**src/rtl/pm_pkg.sv**
```systemverilog
`timescale 1ns/1ps
package pm_pkg;
  localparam int BYTE_W = 8;

  typedef enum logic [1:0] {
    SPI_M0 = 2'd0,
    SPI_M1 = 2'd1,
    SPI_M2 = 2'd2,
    SPI_M3 = 2'd3
  } spi_mode_e;

  // Modes with equal polarity and phase bits sample on the rising clock.
  function automatic logic samples_on_rise(input logic [1:0] m);
    return (m[1] == m[0]);
  endfunction
endpackage

```
**src/rtl/pm_cfg_regs.sv**
```systemverilog
`timescale 1ns/1ps
module pm_cfg_regs
  import pm_pkg::*;
#(
  parameter int NBYTES = 4,
  parameter int ADDR_W = 4
) (
  input  logic                     clk,
  input  logic                     rst_n,
  input  logic                     cfg_we,
  input  logic [ADDR_W-1:0]        cfg_addr,
  input  logic [BYTE_W-1:0]        cfg_wdata,
  output logic [NBYTES*BYTE_W-1:0] pat,
  output logic [NBYTES*BYTE_W-1:0] msk,
  output logic [1:0]               spi_mode
);
  localparam int MODE_ADDR = 2 * NBYTES;

  logic [1:0] mode_q;

  for (genvar k = 0; k < NBYTES; k++) begin : g_byte
    localparam int LO = (NBYTES - 1 - k) * BYTE_W;
    logic [BYTE_W-1:0] pat_q;
    logic [BYTE_W-1:0] msk_q;

    always_ff @(posedge clk or negedge rst_n) begin
      if (!rst_n) begin
        pat_q <= '0;
        msk_q <= '1;
      end else if (cfg_we) begin
        if (cfg_addr == ADDR_W'(k))          pat_q <= cfg_wdata;
        if (cfg_addr == ADDR_W'(NBYTES + k)) msk_q <= cfg_wdata;
      end
    end

    // Byte 0 occupies the top of the vector to line up with the oldest shifted byte.
    assign pat[LO +: BYTE_W] = pat_q;
    assign msk[LO +: BYTE_W] = msk_q;

    p_pat_write_r2: assert property (@(posedge clk) disable iff (!rst_n)
      (cfg_we && cfg_addr == ADDR_W'(k)) |=> (pat_q == $past(cfg_wdata)));
    p_msk_write_r2: assert property (@(posedge clk) disable iff (!rst_n)
      (cfg_we && cfg_addr == ADDR_W'(NBYTES + k)) |=> (msk_q == $past(cfg_wdata)));
  end

  always_ff @(posedge clk or negedge rst_n) begin
    if (!rst_n)                                       mode_q <= SPI_M0;
    else if (cfg_we && cfg_addr == ADDR_W'(MODE_ADDR)) mode_q <= cfg_wdata[1:0];
  end

  assign spi_mode = mode_q;

  p_mode_write_r2: assert property (@(posedge clk) disable iff (!rst_n)
    (cfg_we && cfg_addr == ADDR_W'(MODE_ADDR)) |=> (mode_q == $past(cfg_wdata[1:0])));
  p_high_addr_ignored_r2: assert property (@(posedge clk) disable iff (!rst_n)
    (cfg_we && cfg_addr > ADDR_W'(MODE_ADDR)) |=> $stable(mode_q));
endmodule

```
**src/rtl/pm_bit_strobe.sv**
```systemverilog
`timescale 1ns/1ps
module pm_bit_strobe
  import pm_pkg::*;
#(
  parameter int I2C_FRAME = 9
) (
  input  logic       clk,
  input  logic       rst_n,
  input  logic       i2c_sel,
  input  logic [1:0] spi_mode,
  input  logic       sclk,
  input  logic       sdi,
  input  logic       cs_n,
  input  logic       scl,
  input  logic       sda,
  output logic       bit_stb,
  output logic       bit_val,
  output logic       clr
);
  localparam int CW      = $clog2(I2C_FRAME);
  localparam int ACK_IDX = I2C_FRAME - 1;

  logic          sclk_q, scl_q, sda_q;
  logic [CW-1:0] bcnt;
  logic          sclk_rise, sclk_fall, scl_rise, spi_edge, start_seen;

  always_ff @(posedge clk or negedge rst_n) begin
    if (!rst_n) begin
      sclk_q <= 1'b0;
      scl_q  <= 1'b1;
      sda_q  <= 1'b1;
    end else begin
      sclk_q <= sclk;
      scl_q  <= scl;
      sda_q  <= sda;
    end
  end

  always_comb begin
    sclk_rise  = sclk & ~sclk_q;
    sclk_fall  = ~sclk & sclk_q;
    scl_rise   = scl & ~scl_q;
    start_seen = i2c_sel & scl & scl_q & sda_q & ~sda;
    spi_edge   = samples_on_rise(spi_mode) ? sclk_rise : sclk_fall;
    if (i2c_sel) begin
      bit_stb = scl_rise && (bcnt != CW'(ACK_IDX));
      bit_val = sda;
    end else begin
      bit_stb = spi_edge & ~cs_n;
      bit_val = sdi;
    end
    clr = start_seen;
  end

  // Frame bit counter: positions 0..ACK_IDX, the last one being the acknowledge.
  always_ff @(posedge clk or negedge rst_n) begin
    if (!rst_n)                      bcnt <= '0;
    else if (start_seen || !i2c_sel) bcnt <= '0;
    else if (scl_rise)               bcnt <= (bcnt == CW'(ACK_IDX)) ? '0 : bcnt + 1'b1;
  end

  p_start_excl_bit_r9: assert property (@(posedge clk) disable iff (!rst_n)
    $onehot0({clr, bit_stb}));
  p_ack_wrap_r8: assert property (@(posedge clk) disable iff (!rst_n)
    (i2c_sel && !clr && scl_rise && bcnt == CW'(ACK_IDX)) |=> (bcnt == '0));
  p_start_restarts_r9: assert property (@(posedge clk) disable iff (!rst_n)
    clr |=> (bcnt == '0));
endmodule

```
**src/rtl/pm_shift_match.sv**
```systemverilog
`timescale 1ns/1ps
module pm_shift_match #(
  parameter int SH_W = 32
) (
  input  logic            clk,
  input  logic            rst_n,
  input  logic            bit_stb,
  input  logic            bit_val,
  input  logic            clr,
  input  logic [SH_W-1:0] pat,
  input  logic [SH_W-1:0] msk,
  output logic            trig
);
  logic [SH_W-1:0] sh, sh_nxt;
  logic            match_now, match_nxt;

  always_comb begin
    sh_nxt    = {sh[SH_W-2:0], bit_val};
    match_now = &((sh ^ pat) | msk);
    match_nxt = &((sh_nxt ^ pat) | msk);
  end

  always_ff @(posedge clk or negedge rst_n) begin
    if (!rst_n) begin
      sh   <= '0;
      trig <= 1'b0;
    end else begin
      trig <= bit_stb & ~clr & match_nxt & ~match_now;
      if (clr)          sh <= '0;
      else if (bit_stb) sh <= sh_nxt;
    end
  end

  p_trig_after_stb_r5: assert property (@(posedge clk) disable iff (!rst_n)
    trig |-> $past(bit_stb));
  p_shift_hold_r3: assert property (@(posedge clk) disable iff (!rst_n)
    (!bit_stb && !clr) |=> $stable(sh));
  p_shift_entry_r3: assert property (@(posedge clk) disable iff (!rst_n)
    (bit_stb && !clr) |=> (sh[0] == $past(bit_val)));
  p_clear_r9: assert property (@(posedge clk) disable iff (!rst_n)
    clr |=> (sh == '0));
endmodule

```
**src/rtl/pm_proto_match.sv**
```systemverilog
`timescale 1ns/1ps
module pm_proto_match
  import pm_pkg::*;
#(
  parameter int NBYTES    = 4,
  parameter int ADDR_W    = 4,
  parameter int I2C_FRAME = 9
) (
  input  logic              clk,
  input  logic              rst_n,
  input  logic              cfg_we,
  input  logic [ADDR_W-1:0] cfg_addr,
  input  logic [7:0]        cfg_wdata,
  input  logic              i2c_sel,
  input  logic              sclk,
  input  logic              sdi,
  input  logic              cs_n,
  input  logic              scl,
  input  logic              sda,
  output logic              trig
);
  localparam int SH_W = NBYTES * BYTE_W;

  logic [SH_W-1:0] pat, msk;
  logic [1:0]      spi_mode;
  logic            bit_stb, bit_val, clr;

  pm_cfg_regs #(.NBYTES(NBYTES), .ADDR_W(ADDR_W)) u_cfg (
    .clk(clk), .rst_n(rst_n), .cfg_we(cfg_we), .cfg_addr(cfg_addr),
    .cfg_wdata(cfg_wdata), .pat(pat), .msk(msk), .spi_mode(spi_mode)
  );

  pm_bit_strobe #(.I2C_FRAME(I2C_FRAME)) u_stb (
    .clk(clk), .rst_n(rst_n), .i2c_sel(i2c_sel), .spi_mode(spi_mode),
    .sclk(sclk), .sdi(sdi), .cs_n(cs_n), .scl(scl), .sda(sda),
    .bit_stb(bit_stb), .bit_val(bit_val), .clr(clr)
  );

  pm_shift_match #(.SH_W(SH_W)) u_match (
    .clk(clk), .rst_n(rst_n), .bit_stb(bit_stb), .bit_val(bit_val), .clr(clr),
    .pat(pat), .msk(msk), .trig(trig)
  );

  p_trig_single_r5: assert property (@(posedge clk) disable iff (!rst_n)
    (trig && !$past(cfg_we)) |=> !trig);
  p_cs_blocks_r7: assert property (@(posedge clk) disable iff (!rst_n)
    (!i2c_sel && cs_n && !$past(cfg_we)) |=> !trig);
endmodule

```
**config.mk**
```make
export PLATFORM = sky130hd
export DESIGN_NAME = pm_proto_match
export DESIGN_NICKNAME = d
export VERILOG_FILES = /design/src/rtl/pm_pkg.sv /design/src/rtl/pm_cfg_regs.sv /design/src/rtl/pm_bit_strobe.sv /design/src/rtl/pm_shift_match.sv /design/src/rtl/pm_proto_match.sv
export SDC_FILE = /design/constraint.sdc
export NUM_CORES = 1
export LEC_CHECK = 0
export ABC_AREA = 1
export BUFFER_PORTS_ARGS = -buffer_cell sky130_fd_sc_hd__buf_2
export CAP_MARGIN = 20
export CORE_ASPECT_RATIO = 0.75
export CORE_UTILIZATION = 50
export CTS_CLUSTER_SIZE = 30
export DETAILED_ROUTE_END_ITERATION = 7
export PLACE_DENSITY = 0.66
export SKIP_CTS_REPAIR_TIMING = 1
export SLEW_MARGIN = 20
export SYNTH_ARGS = -nofsm -noshare
export SYNTH_HDL_FRONTEND = slang
export SYNTH_SLANG_ARGS = --single-unit
```
**constraint.sdc**
```tcl
create_clock -name clk -period 4.5 [get_ports clk]
set_input_delay 0.45 -clock clk [delete_from_list [all_inputs] [get_ports clk]]
set_output_delay 0.45 -clock clk [all_outputs]
set_load 0.01 [all_outputs]
```
Word-level counts from Yosys, hierarchy flattened. Index checks and enable logic that the tools add are counted.

$add $sub $neg: 1. Equality and inequality tests: 11. Mux-type cells: 8. Bitwise logic cells: 22. Reduce and logical (&&, ||, !) cells: 17.

Operator list (number): 32-bit 2-to-1 mux (2); 32-bit OR (2); 32-bit AND reduction (2); 32-bit bitwise XOR (2); 4-bit by 3-bit equality test with 1-bit output (second input constant) (4); 2-bit AND reduction (8); 4-bit 2-to-1 mux (3); 1-bit bitwise AND (11); 4-bit by 2-bit equality test with 1-bit output (second input constant) (2); 4-bit equality test (second input constant) (2); 1-bit inverter (7); 4-bit by 1-bit adder with 4-bit output (second input constant) (1); 4-bit by 1-bit equality test with 1-bit output (second input constant) (1); 4-bit logical NOT (1); 4-bit inequality test (second input constant) (1); 2-bit nonzero test (2); 1-bit 2-to-1 mux (3); 1-bit logical AND (2); 1-bit equality test (1); 1-bit logical NOT (1); 1-bit logical OR (1).

Register bits after elaboration: 106. Bits of input ports: 21. Output and inout bits: 1. Logic and storage cells: 74.

Longest topological paths before layout. Gate-level depths: netlist of the first run.

Depth after elaboration: 8. Depth in mapped cells: 11. Depth with buffers taken out: 11.

Hierarchy. Synthesis of the first run repeated with hierarchy kept, for this count alone.

Cell total of the unflattened synthesis: 782. Area, all modules: 5716.7 µm².

By module, submodules not included: pm_cfg_regs (times used 1, cells an instance 318, area each 2801.4 µm², sequential area each 1691.6 µm²); pm_shift_match (times used 1, cells an instance 403, area each 2456.1 µm², sequential area each 825.8 µm²); pm_bit_strobe (times used 1, cells an instance 61, area each 459.2 µm², sequential area each 177.7 µm²).

Worst setup path before layout of the first run. Ideal clock, no wire load.

Path kind: reg-to-reg. Start: register u_stb.bcnt[0]. End: register u_match.sh[10]. Library setup time: 0.127 ns. Arrival: 1.284 ns. Required time: 4.373 ns. Setup slack: 3.089 ns. Stages on the path, launching flop included: 12. Buffers on the path: 1. Period minus slack after synthesis: 1.411 ns. Cell sequence: dfrtp_1 -> inv_1 -> ha_1 -> nand2_1 -> nor2_1 -> nor2_1 -> nand2_2 -> nand2_4 -> inv_8 -> nand2_8 -> buf_12 -> o22ai_2.

Longest elaborated chain between the ends: 4.

Ends and longest elaborated chain: from (decl) (line pm_bit_strobe.sv:24) `logic [CW-1:0] bcnt;`; from (signal assigned) (line pm_bit_strobe.sv:59) `else if (scl_rise) bcnt <= (bcnt == CW'(ACK_IDX)) ? '0 : bcnt + 1'b1;`; 4-bit inequality test (line pm_bit_strobe.sv:46) `bit_stb = scl_rise && (bcnt != CW'(ACK_IDX));`; 1-bit logical AND (line pm_bit_strobe.sv:46); 1-bit 2-to-1 mux (line pm_bit_strobe.sv:45) `if (i2c_sel) begin`; 2-bit nonzero test (no source line); to (signal assigned) (line pm_shift_match.sv:30) `else if (bit_stb) sh <= sh_nxt;`; to (decl) (line pm_shift_match.sv:14) `logic [SH_W-1:0] sh, sh_nxt;`.

No other way between the ends. A chain may end at the register's enable or synchronous reset.

Final worst setup path of the first run.
Start: register u_stb.bcnt[0]. End: register u_match.sh[28].

The elaborated chain is that of the path after synthesis.

==> results of run 1 <==
worst paths after layout:
| kind | from | endpoint | slack [ps] | cells after the start |
|---|---|---|---|---|
| hold reg to reg | u_cfg.g_byte[2].msk_q[4]$_DFFE_PN1P_ | u_cfg.g_byte[2].msk_q[4]$_DFFE_PN1P_ | 480 | 2 |
| hold / removal | rst_n | u_stb.bcnt[2]$_DFFE_PN0P_ | 200 | 1 |
| setup / recovery | u_stb.bcnt[0]$_DFFE_PN0P_ | u_match.sh[28]$_DFFE_PN0P_ | 2610 | 10 |
| setup reg to reg | u_stb.bcnt[0]$_DFFE_PN0P_ | u_match.sh[28]$_DFFE_PN0P_ | 2610 | 10 |
| min in group clk | sclk | u_stb.sclk_q$_DFF_PN0_ | 210 | 1 |
| max in group asynchronous | rst_n | u_cfg.g_byte[0].msk_q[6]$_DFFE_PN1P_ | 3240 | 2 |
power breakdown:
group / total, W / internal (W) / switching, W
registers: 0.00142 / 0.00123 / 0.000195
logic: 0.00102 / 0.000369 / 0.000646
clock network: 0.000775 / 0.000424 / 0.000352
total: 0.00322 / 0.00202 / 0.00119
layout make-up:
class                           instances  area (um2)
Clock buffer                           13         270
Clock inverter                          3        22.5
Fill cell                             966        4540
Multi-Input combinational cell        454        2260
Timing Repair Buffer                   22         115
Sequential cell                       106        2700
Tap cell                              136         170
Inverter                              118         450
synthesized netlist by cell type:
| cell | instances | area share |
|---|---|---|
| a21oi_1 | 6 | 0.0054 |
| buf_12 | 3 | 0.011 |
| buf_2 | 6 | 0.0054 |
| clkbuf_1 | 2 | 0.0014 |
| clkbuf_8 | 3 | 0.0074 |
| dfrtp_1 | 72 | 0.32 |
| dfstp_2 | 34 | 0.16 |
| ha_1 | 2 | 0.0045 |
| inv_1 | 116 | 0.079 |
| inv_2 | 1 | 0.00068 |
| inv_8 | 1 | 0.0020 |
| nand2_1 | 225 | 0.15 |
| nand2_2 | 1 | 0.0011 |
| nand2_4 | 1 | 0.0020 |
| nand2_8 | 1 | 0.0036 |
| nand3_1 | 68 | 0.061 |
| nand3_2 | 2 | 0.0036 |
| nand3b_1 | 2 | 0.0027 |
| nand4_1 | 8 | 0.0090 |
| nor2_1 | 25 | 0.017 |
| nor2_2 | 2 | 0.0023 |
| nor3_1 | 1 | 0.00090 |
| nor3_2 | 1 | 0.0018 |
| o21ai_0 | 68 | 0.061 |
| o21ai_1 | 7 | 0.0063 |
| o22ai_1 | 1 | 0.0011 |
| o22ai_2 | 30 | 0.068 |
| or2_1 | 2 | 0.0023 |
| xor2_1 | 1 | 0.0016 |
cells in the final DEF, fill, tap and decap left out, types with 2 or more instances in the layout:
| cell | n |
|---|---|
| or2_1 | 2 |
| o21ai_0 | 68 |
| a21oi_1 | 6 |
| clkbuf_16 | 9 |
| dfrtp_1 | 72 |
| nand3_1 | 68 |
| o21ai_1 | 7 |
| ha_1 | 2 |
| nand4_1 | 8 |
| nand3_2 | 2 |
| dfstp_2 | 34 |
| nor2_1 | 25 |
| nor2_2 | 2 |
| clkbuf_8 | 3 |
| inv_1 | 116 |
| o22ai_2 | 30 |
| buf_2 | 20 |
| nand2_1 | 225 |
| buf_4 | 2 |
| nand3b_1 | 2 |
routing by layer:
layer	wire, um	up-vias	track usage
met5	0	-	0
met4	146	0	0.0673
li1	-	2239	-
met1	6800	2217	0.385
met3	567	15	0.0476
met2	5870	103	0.390
sequential cells by signal, indices dropped and copies added (netlist names):
register            cells
u_cfg.g_byte.pat_q     32
u_stb.bcnt              4
u_stb.scl_q             1
u_match.trig            1
u_cfg.spi_mode          2
u_match.sh             32
u_stb.sclk_q            1
u_stb.sda_q             1
u_cfg.g_byte.msk_q     32
through the flow:
step                hold slack, ps  area (um2)
floorplan                      154        5550
global placement               462        5690
detailed placement             466        5690
CTS                            204        5990
global route                   214        5990
finish                         196        5990
cell families after synthesis:
| logic type | synth area share |
|---|---|
| AOI/OAI and AO/OA | 0.142 |
| xor gates and xnor gates | 0.00158 |
| adders and majority gates | 0.00451 |
| buffers and inverters | 0.106 |
| DFF | 0.486 |
| and+or+nand+nor | 0.260 |
==> flow_metrics.tcl, run 1 <==
set metrics [dict create \
    leakagePower_nw 2.84 \
    worstPathCellList "inv_1 -> ha_1 -> nand2_1 -> nor2_1 -> nor2_1 -> nand2_2 -> nand2_4 -> inv_8 -> nand2_8 -> o22ai_1" \
    avgSynthCellArea_um2 8.02 \
    core_area_um2 10500 \
    io_pins 22 \
    first_global_vias 4315 \
    antenna_found_initial 0 \
    cts_root_buf "clkbuf_16" \
    yosysUniqueCellTypes 29 \
    cp_slowest_cell "dfrtp_1" \
    cts_buffers 9 \
    fin_util 0.568 \
    die_height_um 93.2 \
    synth_nets 715 \
    crit_path_frequent_cell "nor2_1" \
    drv_cap 0 \
    ys_seq_elements 106 \
    dp.cells 836 \
    required_ps 4760 \
    rsz0062_at_grt "no" \
    fin_cells 852 \
    ys_warn_count 0 \
    post_drt_wl_per_cell_um 15.7 \
    gp_congestion 0.830 \
    antenna_cells 0 \
    fin_ws_ps 2610 \
    clk_latency_ps 350 \
    critPathMaxFanout 33 \
    total_power_w 0.00322 \
    drt_iter0_drc 392 \
    power.density_nw_per_um2 537 \
    cts.reportedPaths.clkPinSlew_ps 70 \
    clock_sinks 106 \
    drcViolationCount 0 \
    setup_viol 0 \
    overflow 0 \
    io_buffers 21 \
    drt_wl_total_um 13400 \
    drive_gt1_frac 0.155 \
    ys_seq_area_frac 0.486 \
    path_class "reg2reg" \
    cp_top_family "simple AND/OR/NAND/NOR gates" \
    grt_max_degree 70 \
    status "completed" \
    finalCriticalPeriod_ps 1890 \
    fin_skew_ps 11.0 \
    via_per_inst 5.37 \
    cts_htree_levels 3 \
    nNetsFinal 734 \
    cts_tree "done" \
    pre_cts_ws_ps 2590 \
    fin_tns_setup_ps 0 \
    hold_path.class "in2async" \
    chipWidth_um 124 \
    dp_hpwl_um 9700 \
    tightest_slew_ps 867 \
    grt_pass1_wl_um 22300 \
    drt_pass1_iterations 5 \
    areaGrowthSynthToFinish_pct 7.92 \
    worstSetupEndpointType "flop" \
    slew-limit-headroom 0.422 \
    fmax_ghz 0.530 \
    crit_buf_inv 2 \
    ir_drop_uv 216 \
    clk_path_buf_depth 2 \
    synthesis.area_um2 5550 \
    rows 32 \
    ant_nets 0 \
    drv_slew 0 \
    arrival_ps 2150 \
    die_area_um2 11500 \
    final-hold-violation-count 0 \
    vias 4574 \
    postSynthCellCount 692 \
    initial_core_util 0.527 \
    period_share 0.419 \
    cpPeakStageDelay_ps 430 \
    grtUsageTotal 0.260 \
    crit_path_start_kind "flop" \
]
Power figures use the tool's default switching activity.
==> run 2: changes to the inputs <==
--- a/config.mk
+++ b/config.mk
@@ -12,7 +12,7 @@
 export CORE_UTILIZATION = 50
 export CTS_CLUSTER_SIZE = 30
 export DETAILED_ROUTE_END_ITERATION = 7
-export PLACE_DENSITY = 0.66
+export PLACE_DENSITY = 0.68
 export SKIP_CTS_REPAIR_TIMING = 1
 export SLEW_MARGIN = 20
 export SYNTH_ARGS = -nofsm -noshare
==> constraint.sdc (replaced) <==
create_clock -name clk -period 1.53 [get_ports clk]
set_input_delay 0.153 -clock clk [delete_from_list [all_inputs] [get_ports clk]]
set_output_delay 0.153 -clock clk [all_outputs]
set_load 0.01 [all_outputs]
==> run 2 against run 1 <==
Compared with the run above: the flow now finishes with violations (negative setup slack); sequential share of layout area is 2.1 points lower; fmax is 22% higher; core utilization is 2.7 points higher; die area stayed put; clock skew is 3.9 ps lower; cell area is 4.8% higher; routed wire length is 4.8% higher; count of clock-buffer cells in the layout stayed put; sequential power grew to 3.0 times the previous value.
==> flow_metrics.tcl, run 2 (synthesis gave the netlist of run 1 again) <==
set metrics [dict create \
    cts_root_buf "clkbuf_16" \
    largest_registers "u_cfg.g_byte.msk_q x32, u_cfg.g_byte.pat_q x32, u_match.sh x32" \
    chipWidth_um 124 \
    vias 4670 \
    antenna_found_initial 0 \
    hold_path.class "in2reg" \
    place_area_um2 5890 \
    fin_tns_setup_ps -46.5 \
    grt_pass1_wl_um 22900 \
    cp_slowest_cell "dfrtp_1" \
    clk_path_buf_depth 2 \
    clock_sinks 106 \
    initial_core_util 0.527 \
    cts_htree_levels 3 \
    core_area_um2 10500 \
    drt_iter0_drc 475 \
    cpPeakStageDelay_ps 380 \
    fin_cells 877 \
    switching_share 0.375 \
    gp_congestion 0.921 \
    io_buffers 21 \
    setup_viol 7 \
    leakagePower_nw 2.97 \
    nNetsFinal 759 \
    dp.cells 852 \
    clk_latency_ps 350 \
    critPathMaxFanout 9 \
    antenna_cells 0 \
    fin_skew_ps 7.10 \
    r2r-start "u_stb.bcnt[0]$_DFFE_PN0P_" \
    worstSetupEndpointType "flop" \
    via_per_inst 5.32 \
    finalCriticalPeriod_ps 1540 \
    crit_buf_inv 3 \
    tightest_slew_ps 574 \
    reg2reg_depth 11 \
    seqPwrFrac 0.439 \
    regArea_um2 2700 \
    drive_gt1_frac 0.193 \
    multi_input_area_um2 2290 \
    post_drt_wl_per_cell_um 16.0 \
    first_global_vias 4363 \
    cp_top_family "simple AND/OR/NAND/NOR gates" \
    drcViolationCount 0 \
    crit_path_frequent_cell "nand2_2" \
    final.fill_count 942 \
    worstPathCellList "inv_1 -> ha_2 -> nand2_2 -> nor2_4 -> nor2_2 -> nand2_2 -> nand2_4 -> inv_8 -> nand2_8 -> buf_12 -> o22ai_2" \
    die_height_um 93.2 \
    setup.worst_path.start "u_stb.bcnt[0]$_DFFE_PN0P_" \
    drt_wl_total_um 14000 \
    cts.reportedPaths.clkPinSlew_ps 70 \
    rsz0062_at_grt "yes" \
    grtUsageTotal 0.271 \
    dp_hpwl_um 10300 \
    cts_tree "done" \
    pwr-share-comb 0.333 \
    required_ps 1800 \
    path_class "reg2reg" \
    violations "negative setup slack" \
    drt_pass1_iterations 5 \
    arrival_ps 1810 \
    pre_cts_ws_ps -13.2 \
    final_cell_mix "nand2_1 (224), inv_1 (110), dfrtp_1 (72)" \
    fin_ws_ps -13.5 \
    overflow 0 \
    crit_path_start_kind "flop" \
    period_share 1.01 \
    ant_nets 0 \
    slew-limit-headroom 0.617 \
    rows 32 \
    hold_path_depth 5 \
    ir_drop_uv 786 \
    drv_cap 0 \
    grt_max_degree 107 \
    fmax_ghz 0.648 \
    power.density_nw_per_um2 1530 \
    path_depth 11 \
    status "complete, but fails checks" \
    drv_slew 0 \
    fin_area_um2 6270 \
    final-hold-violation-count 0 \
    p_clk_frac 0.228 \
    switchingPower_w 0.00360 \
    io_pins 22 \
    internal_power_w 0.00602 \
    areaGrowthSynthToFinish_pct 13.1 \
    worst_hold_startpoint "sdi" \
    cts_buffers 9 \
    layout.cells.most_common "nand2_1" \
    die_area_um2 11500 \
]
-- run 2: through the flow --
step                hold WS, ps  total power [W]   util
finish                      183          0.00962  0.596
global route                221           0.0103  0.596
CTS                       -97.0          0.00955  0.585
detailed placement          273          0.00733  0.559
global placement            260          0.00722  0.559
floorplan                  -143          0.00634      -
-- run 2: per-layer routing --
layer / GRT usage / wire length, um / vias to the layer above
li1: - / - / 2289
met1: 0.403 / 6850 / 2205
met2: 0.376 / 5880 / 155
met3: 0.0701 / 1040 / 21
met4: 0.0944 / 273 / 0
met5: 0 / 0 / -
-- run 2: area by class of cell --
type | count | area share
inverters | 118 | 0.0718
clock buffers | 13 | 0.0415
repair buffers | 47 | 0.0618
multi-input cells | 454 | 0.366
flip-flops and latches | 106 | 0.430
well taps | 136 | 0.0271
clock inverters | 3 | 0.00239
-- run 2: power groups by stage --
stage	clock, W	sequential [W]	combinational (W)
final	0.00220	0.00422	0.00320
after global routing	0.00235	0.00432	0.00359
after CTS	0.00224	0.00419	0.00311
after detailed placement	0	0.00423	0.00310
after global placement	0	0.00422	0.00300
after floorplan	0	0.00406	0.00228
-- run 2: final timing paths --
check	slack [ps]	to
setup / recovery	-10	u_match.sh[31]$_DFFE_PN0P_
hold / removal	180	u_match.sh[0]$_DFFE_PN0P_
setup reg to reg	-10	u_match.sh[31]$_DFFE_PN0P_
hold reg to reg	480	u_cfg.g_byte[1].msk_q[1]$_DFFE_PN1P_
max in group asynchronous	680	u_cfg.g_byte[0].msk_q[6]$_DFFE_PN1P_
min in group asynchronous	410	u_stb.bcnt[3]$_DFFE_PN0P_
-- run 2: tightest hold or removal path, cell delays in order --
cell     delay [ps]
buf_2            80
nand2_1          70
nand2_1          80
nand2_1          50
o21ai_0          60
==> run 3: changes to the inputs <==
--- a/config.mk
+++ b/config.mk
@@ -12,7 +12,7 @@
 export CORE_UTILIZATION = 50
 export CTS_CLUSTER_SIZE = 30
 export DETAILED_ROUTE_END_ITERATION = 7
-export PLACE_DENSITY = 0.68
+export PLACE_DENSITY = 0.66
 export SKIP_CTS_REPAIR_TIMING = 1
 export SLEW_MARGIN = 20
 export SYNTH_ARGS = -nofsm -noshare
==> constraint.sdc (replaced) <==
create_clock -name clk -period 1.5 [get_ports clk]
set_input_delay 0.15 -clock clk [delete_from_list [all_inputs] [get_ports clk]]
set_output_delay 0.15 -clock clk [all_outputs]
set_load 0.01 [all_outputs]
==> run 3 against run 2 <==
Compared with the run above: the run still ends with negative setup slack left; total power is 8.9% higher; core utilization increased by 1.6 points; fmax is 0.18% lower; global-route usage fell by 0.28 points; clock skew barely moved; cell area increased by 2.8%; combinational power up 6.9%; critical path type unchanged; largest power group unchanged.
==> flow_metrics.tcl, run 3 (synthesis gave the netlist of run 1 again) <==
set metrics [dict create \
    crit_buf_inv 3 \
    initial_core_util 0.527 \
    crit_path_start_kind "flop" \
    drt_iter0_drc 362 \
    r2r_end "u_match.sh[11]$_DFFE_PN0P_" \
    drive_gt1_frac 0.198 \
    total_power_w 0.0105 \
    final_cell_mix "nand2_1 (224), inv_1 (110), dfrtp_1 (72)" \
    antenna_found_initial 0 \
    slew-limit-headroom 0.639 \
    regArea_um2 2700 \
    violations "negative setup slack" \
    final-hold-violation-count 0 \
    core_area_um2 10500 \
    dp_hpwl_um 10400 \
    hold_path.class "in2reg" \
    fmax_ghz 0.647 \
    crit_path_frequent_cell "nand2_4" \
    overflow 0 \
    cpPeakStageDelay_ps 400 \
    layout.cells.most_common "nand2_1" \
    whs_ps 180 \
    grtUsageTotal 0.268 \
    r2r_setup_slack_ps -50 \
    worstHoldEndpoint "u_match.sh[0]$_DFFE_PN0P_" \
    required_ps 1770 \
    cp_top_family "simple AND/OR/NAND/NOR gates" \
    io_buffers 21 \
    r2r-start "u_stb.bcnt[1]$_DFFE_PN0P_" \
    ant_nets 0 \
    rows 32 \
    worst_hold_startpoint "sdi" \
    final.fill_count 910 \
    worstSetupEndpointType "flop" \
    fin_ws_ps -46.3 \
    multi_input_area_um2 2320 \
    critPathMaxFanout 6 \
    cts_htree_levels 3 \
    clock_sinks 106 \
    reg2reg_depth 11 \
    grt_pass1_wl_um 22900 \
    antenna_cells 0 \
    via_per_inst 5.37 \
    die_area_um2 11500 \
    die_height_um 93.2 \
    status "complete, but fails checks" \
    cts_tree "done" \
    nNetsFinal 764 \
    finalCriticalPeriod_ps 1550 \
    rsz0062_at_grt "yes" \
    grt_max_degree 40 \
    areaGrowthSynthToFinish_pct 16.2 \
    drt_wl_total_um 14500 \
    chipWidth_um 124 \
    setup_viol 31 \
    clk_latency_ps 350 \
    cts.reportedPaths.clkPinSlew_ps 70 \
    vias 4734 \
    power.density_nw_per_um2 1620 \
    largest_registers "u_cfg.g_byte.msk_q x32, u_cfg.g_byte.pat_q x32, u_match.sh x32" \
    fin_skew_ps 6.77 \
    fin_tns_setup_ps -758 \
    drv_cap 0 \
    io_pins 22 \
    worstPathCellList "inv_2 -> ha_4 -> nand2_4 -> nor2_4 -> nor2_2 -> nand2_2 -> nand2_4 -> inv_8 -> nand2_8 -> clkbuf_16 -> o22ai_2" \
    cts_root_buf "clkbuf_16" \
    post_drt_wl_per_cell_um 16.5 \
    period_share 1.03 \
    path_class "reg2reg" \
    cts_buffers 9 \
    drv_slew 0 \
    arrival_ps 1820 \
    clk_path_buf_depth 2 \
    cp_slowest_cell "dfrtp_1" \
    drt_pass1_iterations 5 \
    leakagePower_nw 3.04 \
    drcViolationCount 0 \
    gp_congestion 0.942 \
    first_global_vias 4469 \
    tightest_slew_ps 540 \
    ir_drop_uv 903 \
    hold_path_depth 5 \
]
## run 3: power by group
part	total, W	switching, W	internal (W)
registers	0.00432	0.000629	0.00369
clock network	0.00273	0.00105	0.00168
logic	0.00342	0.00210	0.00132
total	0.0105	0.00378	0.00670
## run 3: final cells by class
type	instances	area share
flip-flops and latches	106	0.418
multi-input cells	454	0.361
repair buffers	52	0.0714
inverters	118	0.0699
clock buffers	12	0.0382
well taps	136	0.0264
clock inverters	4	0.0153
## run 3: how the worst max path moves through the flow
| stage | slack, ps | cells after the start | to | from |
|---|---|---|---|---|
| 4_1_cts | -80 | 11 | u_match.sh[28]$_DFFE_PN0P_ | u_stb.bcnt[1]$_DFFE_PN0P_ |
| 3_3_place_gp | 20 | 11 | u_match.sh[28]$_DFFE_PN0P_ | u_stb.bcnt[1]$_DFFE_PN0P_ |
| 6_report | -50 | 11 | u_match.sh[11]$_DFFE_PN0P_ | u_stb.bcnt[1]$_DFFE_PN0P_ |
| 3_5_place_dp | -50 | 11 | u_match.sh[28]$_DFFE_PN0P_ | u_stb.bcnt[1]$_DFFE_PN0P_ |
| 5_1_grt | -110 | 11 | u_match.sh[11]$_DFFE_PN0P_ | u_stb.bcnt[1]$_DFFE_PN0P_ |
| 2_1_floorplan | 90 | 11 | u_match.sh[10]$_DFFE_PN0P_ | u_stb.bcnt[0]$_DFFE_PN0P_ |
## run 3: tightest hold or removal path: cells and delay by family
kind,cells,cell delay (ps)
AO/OA/AOI/OAI,1,70
buffers and inverters,1,80
AND/OR/NAND/NOR,3,190
## run 3: metrics by stage
step	util	cells	setup slack [ps]	instance area, um2
2_1_floorplan	-	692	88.7	5550
3_3_place_gp	0.564	859	20.8	5940
3_5_place_dp	0.564	859	-51.8	5940
4_1_cts	0.597	875	-75.5	6290
5_1_grt	0.612	882	-114	6440
6_report	0.612	882	-46.3	6440
## run 3: metal layers
metal  GRT usage  routed length [um]  vias to the layer above
met5           0                   0                        -
met2       0.402                6540                      144
li1            -                   -                     2295
met1       0.386                6840                     2275
met4      0.0693                 225                        0
met3      0.0640                 911                       20
